`src/rtl/pagedram_pkg.sv`:
```
// Package: shared types and the reset content pattern of the DRAM grid.
// Assumes callers truncate cell_seed to their own data width.
package pagedram_pkg;

    typedef enum logic [2:0] {
        ST_IDLE,
        ST_RAS,
        ST_RCD,
        ST_CAS,
        ST_CL,
        ST_OUT,
        ST_RFSH
    } ctl_state_t;

    // Reset value of the cell at linear index idx (row*cols+col).
    function automatic int cell_seed(input int idx);
        return idx * 29 + 49;
    endfunction

endpackage

```
`src/rtl/dram_grid.sv`:
```
// Behavioural DRAM grid plus its internal row buffer.
// A load copies a full row into the buffer; the column output is a plain
// select out of the buffer. Contents are fixed at reset from cell_seed.
module dram_grid #(
    parameter int ROW_W  = 2,
    parameter int COL_W  = 2,
    parameter int DATA_W = 8
) (
    input  logic              clk,
    input  logic              rst_n,
    input  logic              row_load,
    input  logic [ROW_W-1:0]  row_sel,
    input  logic [COL_W-1:0]  col_sel,
    output logic [DATA_W-1:0] col_data
);
    localparam int ROWS = 1 << ROW_W;
    localparam int COLS = 1 << COL_W;

    logic [DATA_W-1:0] cells [ROWS][COLS];
    logic [DATA_W-1:0] rowbuf [COLS];

    // Hold the grid contents; loaded from the computed pattern on reset.
    always_ff @(posedge clk) begin
        if (!rst_n) begin
            for (int r = 0; r < ROWS; r++) begin
                for (int c = 0; c < COLS; c++) begin
                    cells[r][c] <= DATA_W'(pagedram_pkg::cell_seed(r * COLS + c));
                end
            end
        end
    end

    // One buffer slot per column, each copying its column of the strobed row.
    for (genvar gc = 0; gc < COLS; gc++) begin : g_buf
        always_ff @(posedge clk) begin
            if (!rst_n) begin
                rowbuf[gc] <= '0;
            end else if (row_load) begin
                rowbuf[gc] <= cells[row_sel][gc];
            end
        end
    end

    // Column strobe selects one supercell from the buffer.
    assign col_data = rowbuf[col_sel];

endmodule

```
`src/rtl/page_tracker.sv`:
```
// Remembers which row sits in the row buffer and whether it is usable.
// Assumes set and clear are never requested in the same cycle.
module page_tracker #(
    parameter int ROW_W = 2
) (
    input  logic             clk,
    input  logic             rst_n,
    input  logic             open_set,
    input  logic [ROW_W-1:0] open_row_in,
    input  logic             open_clear,
    input  logic [ROW_W-1:0] lookup_row,
    output logic             page_hit
);
    logic [ROW_W-1:0] open_row;
    logic             open_valid;

    // Track the open row; empty after reset and after every refresh.
    always_ff @(posedge clk) begin
        if (!rst_n) begin
            open_row   <= '0;
            open_valid <= 1'b0;
        end else if (open_clear) begin
            open_valid <= 1'b0;
        end else if (open_set) begin
            open_row   <= open_row_in;
            open_valid <= 1'b1;
        end
    end

    // Hit when the buffer is valid and holds the requested row.
    assign page_hit = open_valid && (open_row == lookup_row);

endmodule

```
`src/rtl/rfsh_timer.sv`:
```
// Free-running refresh interval timer with a sticky request and a wrapping
// refresh row pointer. The request stays up until acknowledged.
module rfsh_timer #(
    parameter int RFSH_PERIOD = 64,
    parameter int ROW_W       = 2
) (
    input  logic             clk,
    input  logic             rst_n,
    input  logic             rfsh_ack,
    output logic             rfsh_pend,
    output logic [ROW_W-1:0] rfsh_row
);
    localparam int CNT_W = $clog2(RFSH_PERIOD + 1);
    localparam logic [CNT_W-1:0] LAST = CNT_W'(RFSH_PERIOD - 1);

    logic [CNT_W-1:0] tick_cnt;
    logic             tick;

    assign tick = (tick_cnt == LAST);

    // Count cycles of one refresh interval.
    always_ff @(posedge clk) begin
        if (!rst_n) begin
            tick_cnt <= '0;
        end else if (tick) begin
            tick_cnt <= '0;
        end else begin
            tick_cnt <= tick_cnt + 1'b1;
        end
    end

    // Raise the request on each interval end; a new tick beats an ack.
    always_ff @(posedge clk) begin
        if (!rst_n) begin
            rfsh_pend <= 1'b0;
        end else if (tick) begin
            rfsh_pend <= 1'b1;
        end else if (rfsh_ack) begin
            rfsh_pend <= 1'b0;
        end
    end

    // Step to the next row after each refresh cycle.
    always_ff @(posedge clk) begin
        if (!rst_n) begin
            rfsh_row <= '0;
        end else if (rfsh_ack) begin
            rfsh_row <= rfsh_row + 1'b1;
        end
    end

endmodule

```
`src/rtl/pagedram_ctrl.sv`:
```
// Page-mode DRAM read controller. Accepts one word read at a time, issues
// a row strobe only when the buffered row differs, waits T_RCD and T_CL in
// their own states, and inserts refresh row cycles that take priority.
// Assumes T_RCD >= 1 and T_CL >= 1.
module pagedram_ctrl #(
    parameter int ROW_W       = 2,
    parameter int COL_W       = 2,
    parameter int DATA_W      = 8,
    parameter int T_RCD       = 2,
    parameter int T_CL        = 2,
    parameter int RFSH_PERIOD = 64,
    localparam int ADDR_W     = ROW_W + COL_W,
    localparam int MUX_W      = (ROW_W > COL_W) ? ROW_W : COL_W
) (
    input  logic              clk,
    input  logic              rst_n,
    input  logic              req_valid,
    input  logic [ADDR_W-1:0] req_addr,
    output logic              req_ready,
    output logic [DATA_W-1:0] rdata,
    output logic              rdata_valid,
    output logic [MUX_W-1:0]  dram_addr,
    output logic              ras_o,
    output logic              cas_o,
    output logic              rfsh_o
);
    import pagedram_pkg::*;

    localparam int WMAX   = (T_RCD > T_CL) ? T_RCD : T_CL;
    localparam int WAIT_W = $clog2(WMAX + 1);

    ctl_state_t        state;
    logic [WAIT_W-1:0] wait_cnt;
    logic [ROW_W-1:0]  row_q;
    logic [COL_W-1:0]  col_q;
    logic [DATA_W-1:0] data_q;
    logic [DATA_W-1:0] col_data;
    logic              page_hit;
    logic              rfsh_pend;
    logic [ROW_W-1:0]  rfsh_row;
    logic [ROW_W-1:0]  in_row;
    logic [COL_W-1:0]  in_col;

    assign in_row = req_addr[ADDR_W-1:COL_W];
    assign in_col = req_addr[COL_W-1:0];

    dram_grid #(.ROW_W(ROW_W), .COL_W(COL_W), .DATA_W(DATA_W)) grid_i (
        .clk      (clk),
        .rst_n    (rst_n),
        .row_load (state == ST_RAS),
        .row_sel  (row_q),
        .col_sel  (col_q),
        .col_data (col_data)
    );

    page_tracker #(.ROW_W(ROW_W)) track_i (
        .clk         (clk),
        .rst_n       (rst_n),
        .open_set    (state == ST_RAS),
        .open_row_in (row_q),
        .open_clear  (state == ST_RFSH),
        .lookup_row  (in_row),
        .page_hit    (page_hit)
    );

    rfsh_timer #(.RFSH_PERIOD(RFSH_PERIOD), .ROW_W(ROW_W)) rfsh_i (
        .clk       (clk),
        .rst_n     (rst_n),
        .rfsh_ack  (state == ST_RFSH),
        .rfsh_pend (rfsh_pend),
        .rfsh_row  (rfsh_row)
    );

    // Sequence strobes and wait states for each read or refresh cycle.
    always_ff @(posedge clk) begin
        if (!rst_n) begin
            state    <= ST_IDLE;
            wait_cnt <= '0;
            row_q    <= '0;
            col_q    <= '0;
            data_q   <= '0;
        end else begin
            unique case (state)
                ST_IDLE: begin
                    if (rfsh_pend) begin
                        state <= ST_RFSH;
                    end else if (req_valid) begin
                        row_q <= in_row;
                        col_q <= in_col;
                        state <= page_hit ? ST_CAS : ST_RAS;
                    end
                end
                ST_RAS: begin
                    wait_cnt <= WAIT_W'(T_RCD - 1);
                    state    <= ST_RCD;
                end
                ST_RCD: begin
                    if (wait_cnt == '0) begin
                        state <= ST_CAS;
                    end else begin
                        wait_cnt <= wait_cnt - 1'b1;
                    end
                end
                ST_CAS: begin
                    data_q   <= col_data;
                    wait_cnt <= WAIT_W'(T_CL - 1);
                    state    <= ST_CL;
                end
                ST_CL: begin
                    if (wait_cnt == '0) begin
                        state <= ST_OUT;
                    end else begin
                        wait_cnt <= wait_cnt - 1'b1;
                    end
                end
                ST_OUT:  state <= ST_IDLE;
                ST_RFSH: state <= ST_IDLE;
                default: state <= ST_IDLE;
            endcase
        end
    end

    // Drive the shared address bus and strobes from the current state.
    always_comb begin
        dram_addr = '0;
        unique case (state)
            ST_RAS:  dram_addr = MUX_W'(row_q);
            ST_CAS:  dram_addr = MUX_W'(col_q);
            ST_RFSH: dram_addr = MUX_W'(rfsh_row);
            default: dram_addr = '0;
        endcase
    end

    assign ras_o       = (state == ST_RAS) || (state == ST_RFSH);
    assign cas_o       = (state == ST_CAS);
    assign rfsh_o      = (state == ST_RFSH);
    assign req_ready   = (state == ST_IDLE) && !rfsh_pend;
    assign rdata_valid = (state == ST_OUT);
    assign rdata       = (state == ST_OUT) ? data_q : '0;

endmodule

```
`config.mk`:
```
export PLATFORM = sky130hd
export DESIGN_NAME = pagedram_ctrl
export DESIGN_NICKNAME = d
export VERILOG_FILES = /design/src/rtl/pagedram_pkg.sv /design/src/rtl/dram_grid.sv /design/src/rtl/page_tracker.sv /design/src/rtl/rfsh_timer.sv /design/src/rtl/pagedram_ctrl.sv
export SDC_FILE = /design/constraint.sdc
export NUM_CORES = 1
export LEC_CHECK = 0
export BUFFER_PORTS_ARGS = -buffer_cell sky130_fd_sc_hd__buf_4
export CAP_MARGIN = 20
export CORE_UTILIZATION = 55
export CTS_CLUSTER_SIZE = 16
export DETAILED_ROUTE_END_ITERATION = 7
export PLACE_DENSITY = 0.76
export SETUP_SLACK_MARGIN = 0.05
export SKIP_CTS_REPAIR_TIMING = 1
export SYNTH_ARGS = -nofsm -noshare
export SYNTH_HDL_FRONTEND = slang
export SYNTH_SLANG_ARGS = --single-unit
```
`constraint.sdc`:
```
create_clock -name clk -period 4.25 [get_ports clk]
set_input_delay 0.6375 -clock clk [delete_from_list [all_inputs] [get_ports clk]]
set_output_delay 0.6375 -clock clk [all_outputs]
set_load 0.02 [all_outputs]
```
### Word level (Yosys, flattened, before mapping)

Memory sizes are Yosys's and may differ from the RTL's. A register that Yosys moved wholly into a read port is not among the register bits.
Index checks and enable logic that the tools add are counted.

* add/subtract/negate cells: 3
* multipliers: 0
* divide/modulo/power cells: 0
* magnitude comparators: 0
* equality and inequality tests: 12
* shift-type cells: 0
* muxes and demuxes: 22
* bitwise operators: 7
* reduce and logical (&&, ||, !) cells: 17

Operators with widths (count)
* $mux W8: 5
* $pmux W3 S5: 1
* $mux W3: 4
* $eq A3 B3 Y1 const B: 3
* $mux W2: 4
* $reduce_or A2 Y1: 4
* $add A7 B1 Y7 const B: 1
* $eq A7 B6 Y1 const B: 1
* $eq A3 B2 Y1 const B: 2
* $mux W1: 6
* $ne A2 B2 Y1 const B: 3
* $pmux W2 S3: 1
* $reduce_and A3 Y1: 2
* $or A1 B1 Y1: 4
* $pmux W2 S2: 1
* $reduce_and A2 Y1: 2
* $reduce_bool A2 Y1: 2
* $eq A3 B1 Y1 const B: 1
* $logic_not A3 Y1: 1
* $ne A3 B2 Y1 const B: 1
* $not A1 Y1: 3
* $add A2 B1 Y2 const B: 1
* $eq A2 B2 Y1: 1
* $logic_and A1 B1 Y1: 2
* other kinds (4): 5

* register bits after elaboration: 22
* latch bits: 0
* RAM bits: 120
* ROM bits: 0
* output and inout bits: 15
* memories: 2

Memory list
* grid_i.cells: depth 4, bits a word 22, read ports 1, clocked after memory_dff 1, write ports 4, RTL line dram_grid.sv:19 `logic [DATA_W-1:0] cells [ROWS][COLS];`
* grid_i.rowbuf: depth 4, bits a word 8, read ports 1, clocked after memory_dff 1, write ports 4, RTL line dram_grid.sv:20 `logic [DATA_W-1:0] rowbuf [COLS];`

### Longest topological paths before layout

* word-level depth: 6
* gate-level depth with buffers: 5

### Cells and area by module

A second synthesis with hierarchy kept.

* cell total of the unflattened synthesis: 216
* area total of the unflattened synthesis: 2214.6 µm²

Modules (own cells, without submodules)
* pagedram_ctrl: times used 1, cells each 111, area each 937.1 µm²
* dram_grid: times used 1, cells each 55, area each 755.7 µm²
* rfsh_timer: times used 1, cells each 37, area each 380.4 µm²
* page_tracker: times used 1, cells each 13, area each 141.4 µm²

### Worst setup path after synthesis

No wires, ideal clock.

* path type: register -> output
* start: register state[2]
* end: output dram_addr[0]
* arrival: 1.213 ns
* data required time: 3.612 ns
* setup slack: 2.399 ns
* cell stages (with the launch flop): 5
* path buffers: 2
* cell sequence: dfxtp_1 > buf_6 > buf_2 > nand2b_1 > o21ai_0

* cells in the longest elaborated chain, start to end: 2
* elaborated cells on any way between the ends: 4
* those cells by class: eq/ne (3); mux (1)

RTL lines
* start: declaration: RTL line pagedram_ctrl.sv:32 `ctl_state_t state;`
* start signal: assignment: RTL line pagedram_ctrl.sv:90 `state <= page_hit ? ST_CAS : ST_RAS;`
* $eq A3 B3 Y1 (tied with other cells): RTL line pagedram_ctrl.sv:126 `unique case (state)`
* $pmux W2 S3 *: RTL line pagedram_ctrl.sv:126
* end: declaration: RTL line pagedram_ctrl.sv:22 `output logic [MUX_W-1:0] dram_addr,`

Mark *: on every way between the ends. The rest lies on a longest branch, timed or not.

### Final worst setup path

* start: register state[0]
* end: output ras_o

* cells in the longest elaborated chain, start to end: 2
* elaborated cells on any way between the ends: 3
* those cells by class: eq/ne (2); reduce/logical (1)

RTL lines
* $eq A3 B1 Y1 / $eq A3 B3 Y1 (equally long branches): RTL line pagedram_ctrl.sv:134 `assign ras_o = (state == ST_RAS) || (state == ST_RFSH);`
* $logic_or A1 B1 Y1 *: RTL line pagedram_ctrl.sv:134
* end: declaration: RTL line pagedram_ctrl.sv:23 `output logic ras_o,`

Marked as above.

==> summary.md <==
| Metric | Value |
|---|---|
| Post-DRT Antenna Nets | `0` |
| Final hold viol count | `0` |
| Final TNS setup | `0 ns` |
| Placed Cells | `272` |
| Status | `finished, final reports clean` |
| Mux contribution to synthesized area | `7.20%` |
| Nets | `243` |
| Final Util | `64.7%` |
| Drt initial violations | `81` |
| Setup CP Type | `flop to output port` |
| Clk slew on worst S/H paths | `0.09 ns` |
| WP data required | `3.61 ns` |
| Via-to-Cell Ratio | `5.54` |
| Cell area after synthesis | `2230 um2` |
| # DRC | `0` |
| Detailed Route WL | `3.80 mm` |
| Layout cells sized above 1 | `17.2%` |
| Gr ovfl total | `0` |
| Most common cell after layout, fill and taps aside | `dfxtp_1` |
| # IOs | `22` |
| R2R cell count | `3` |
| Area fraction in compound gates after synthesis | `12.1%` |
| Tot Pwr | `0.000961 W` |
| Max-slew violations | `0` |
| GRT Total Usage | `20.1%` |
| Drt wl/cell | `13.6 um` |
| Post-synthesis sequential area ratio | `48.6%` |
| Met2 usage | `32.0%` |
| EDFF count, synth | `14` |
| Met3 usage | `5.90%` |
| CTS buffer count | `5` |
| ANT cells | `0` |
| Pwr per Cell Area | `394 nW/um2` |
| Seq cells post-synth | `47` |
| CP max FO | `16` |
| Max-Cap Viols | `0` |
| Final worst slack | `1.57 ns` |
| Max Clock Skew | `0.00759 ns` |
| Distinct cells, synth | `52` |
| Post-Syn Area per Cell | `10.3 um2` |
| Endpoints failing setup | `0` |
| Main combinational cell family by area after synthesis | `simple AND/OR/NAND/NOR gates` |
| Grt met1 use | `25.6%` |
| Largest net degree at the start of global routing | `29` |
| CTS tree | `done` |
| Top FF cell, synth | `dfxtp_1` |
| Crit. End Element | `output port` |
| Ys async rst share | `0%` |
| Port Buffer Count | `21` |
| Vias in the first global route | `1,419` |
| Core Region | `3770 um2` |
| Initial antenna violation count | `0` |
| GPL Wtd Cong | `0.723` |
| Final Non-Filler Cells | `280` |
| Fmax | `373 MHz` |
| Setup crit start kind | `flop` |
| Yosys warning count | `0` |
| Clk Tree Root Cell | `clkbuf_8` |
| Min-delay worst type | `flop to flop` |
| Worst-margin pin slew | `0.841 ns` |
| Die height | `65.6 um` |
| Gr busiest metal | `met2` |
| Hold path depth | `2` |
| DR pass1 iterations | `4` |
| Post-Synth XOR/XNOR Area | `3.15%` |
| Final period util | `63.2%` |
| Max VDD drop | `0.000260 V` |
| Adder-cell share of the synthesized area | `2.81%` |
| Routed vias | `1,550` |
| Initial core utilization | `59.0%` |
| Clock latency on the worst-skew pair | `0.30 ns` |
| DIE AREA | `4310 um2` |
| Dpl ws | `1.90 ns` |
| Post-DP HPWL | `2.66 mm` |
| CTS Sinks | `47` |
| Die width | `65.6 um` |
| Most frequent cells in the layout | `dfxtp_1, nor2_1, buf_4, nand2_1, edfxtp_1` |
| RSZ-0062 raised after global routing | `false` |
| Simple-gate share of the synthesized area | `20.3%` |
| Core Rows | `22` |
| First-pass GRT wire length | `6.37 mm` |
| Slew HR | `43.8%` |
| CTS Buffer Depth | `2` |
| Syn nets | `229` |
| Arrival time worst endpoint | `2.05 ns` |
| Tmin final | `2.68 ns` |
| Lkg Pwr | `0.983 nW` |
| CTS HTree Levels | `2` |
| Mapped Cells | `217` |
| Synth-to-Final Area Change | `9.67%` |
## power breakdown
part	leakage, nW	internal, W	total (W)	switching, W
combinational	0.522	0.0000747	0.000154	0.0000796
sequential	0.416	0.000502	0.000544	0.0000422
clock	0.0445	0.000115	0.000262	0.000147
## cell families (layout without fill, tap and decap cells)
logic type / count (synthesis) / after routing
XOR/XNOR: 8 / 8
flip-flops: 47 / 47
AND/OR/NAND/NOR: 81 / 81
buffers and inverters: 25 / 40
adder cells (fa/ha/maj): 5 / 5
multiplexers: 12 / 12
AO/OA/AOI/OAI: 39 / 39
## through the flow
stage | area (um2) | hold WS [ns]
finish | 2440 | 0.457
global route | 2440 | 0.479
detailed placement | 2350 | 0.448
floorplan | 2230 | 0.418
CTS | 2440 | 0.461
global placement | 2350 | 0.425
## layout make-up
type	instances	area, um2
Fill cell	303	1330
Sequential cell	47	1080
Multi-Input combinational cell	145	1010
Timing Repair Buffer	21	158
Clock buffer	5	68.8
Tap cell	48	60.1
Inverter	11	41.3
Clock inverter	3	18.8
## registers in the layout, indices dropped and copies added (netlist names), named ones only
| signal | cells |
|---|---|
| track_i.open_valid | 1 |
| wait_cnt | 2 |
| col_q | 2 |
| state | 3 |
| rfsh_i.tick_cnt | 7 |
| row_q | 2 |
| grid_i.rowbuf | 15 |
| track_i.open_row | 2 |
| rfsh_i.rfsh_row | 2 |
| data_q | 8 |
| rfsh_i.rfsh_pend | 1 |
## path summary, 6_finish.rpt
check                                from                   to  slack [ns]
worst max-delay path             state[0]                ras_o        1.57
worst min-delay path            data_q[3]            data_q[3]        0.46
worst max register to register   state[0]  grid_i.rowbuf[0][5]        1.91
worst min register to register  data_q[3]            data_q[3]        0.46
## Yosys cell counts (all sizes together) (3+ instances only)
cell type / n / share of area [%]
and3: 13 / 3.7
a21boi: 3 / 1.0
nand3: 3 / 0.67
nor2: 23 / 3.9
mux2i: 7 / 3.1
nand2: 15 / 2.5
o21ai: 6 / 1.3
dfxtp: 33 / 30
and2: 5 / 1.4
nand3b: 6 / 2.4
edfxtp: 14 / 19
buf: 9 / 3.1
o21a: 4 / 1.3
a21oi: 12 / 2.7
nand2b: 3 / 0.84
mux4: 3 / 3.0
clkbuf: 5 / 0.90
inv: 10 / 1.7
xor2: 3 / 1.2
ha: 5 / 2.8
xnor2: 5 / 2.0
## metal layers
metal,vias up,wire (um)
li1,797,-
met1,712,1800
met2,34,1740
met3,7,202
met4,0,63
met5,-,0
## critical path: stages, from the launching register on
cell and delay (ns):
dfxtp_1 0.67, nor2b_1 0.64, nand2b_1 0.18, nand2_1 0.11, buf_4 0.14
Power figures use the tool's default switching activity.
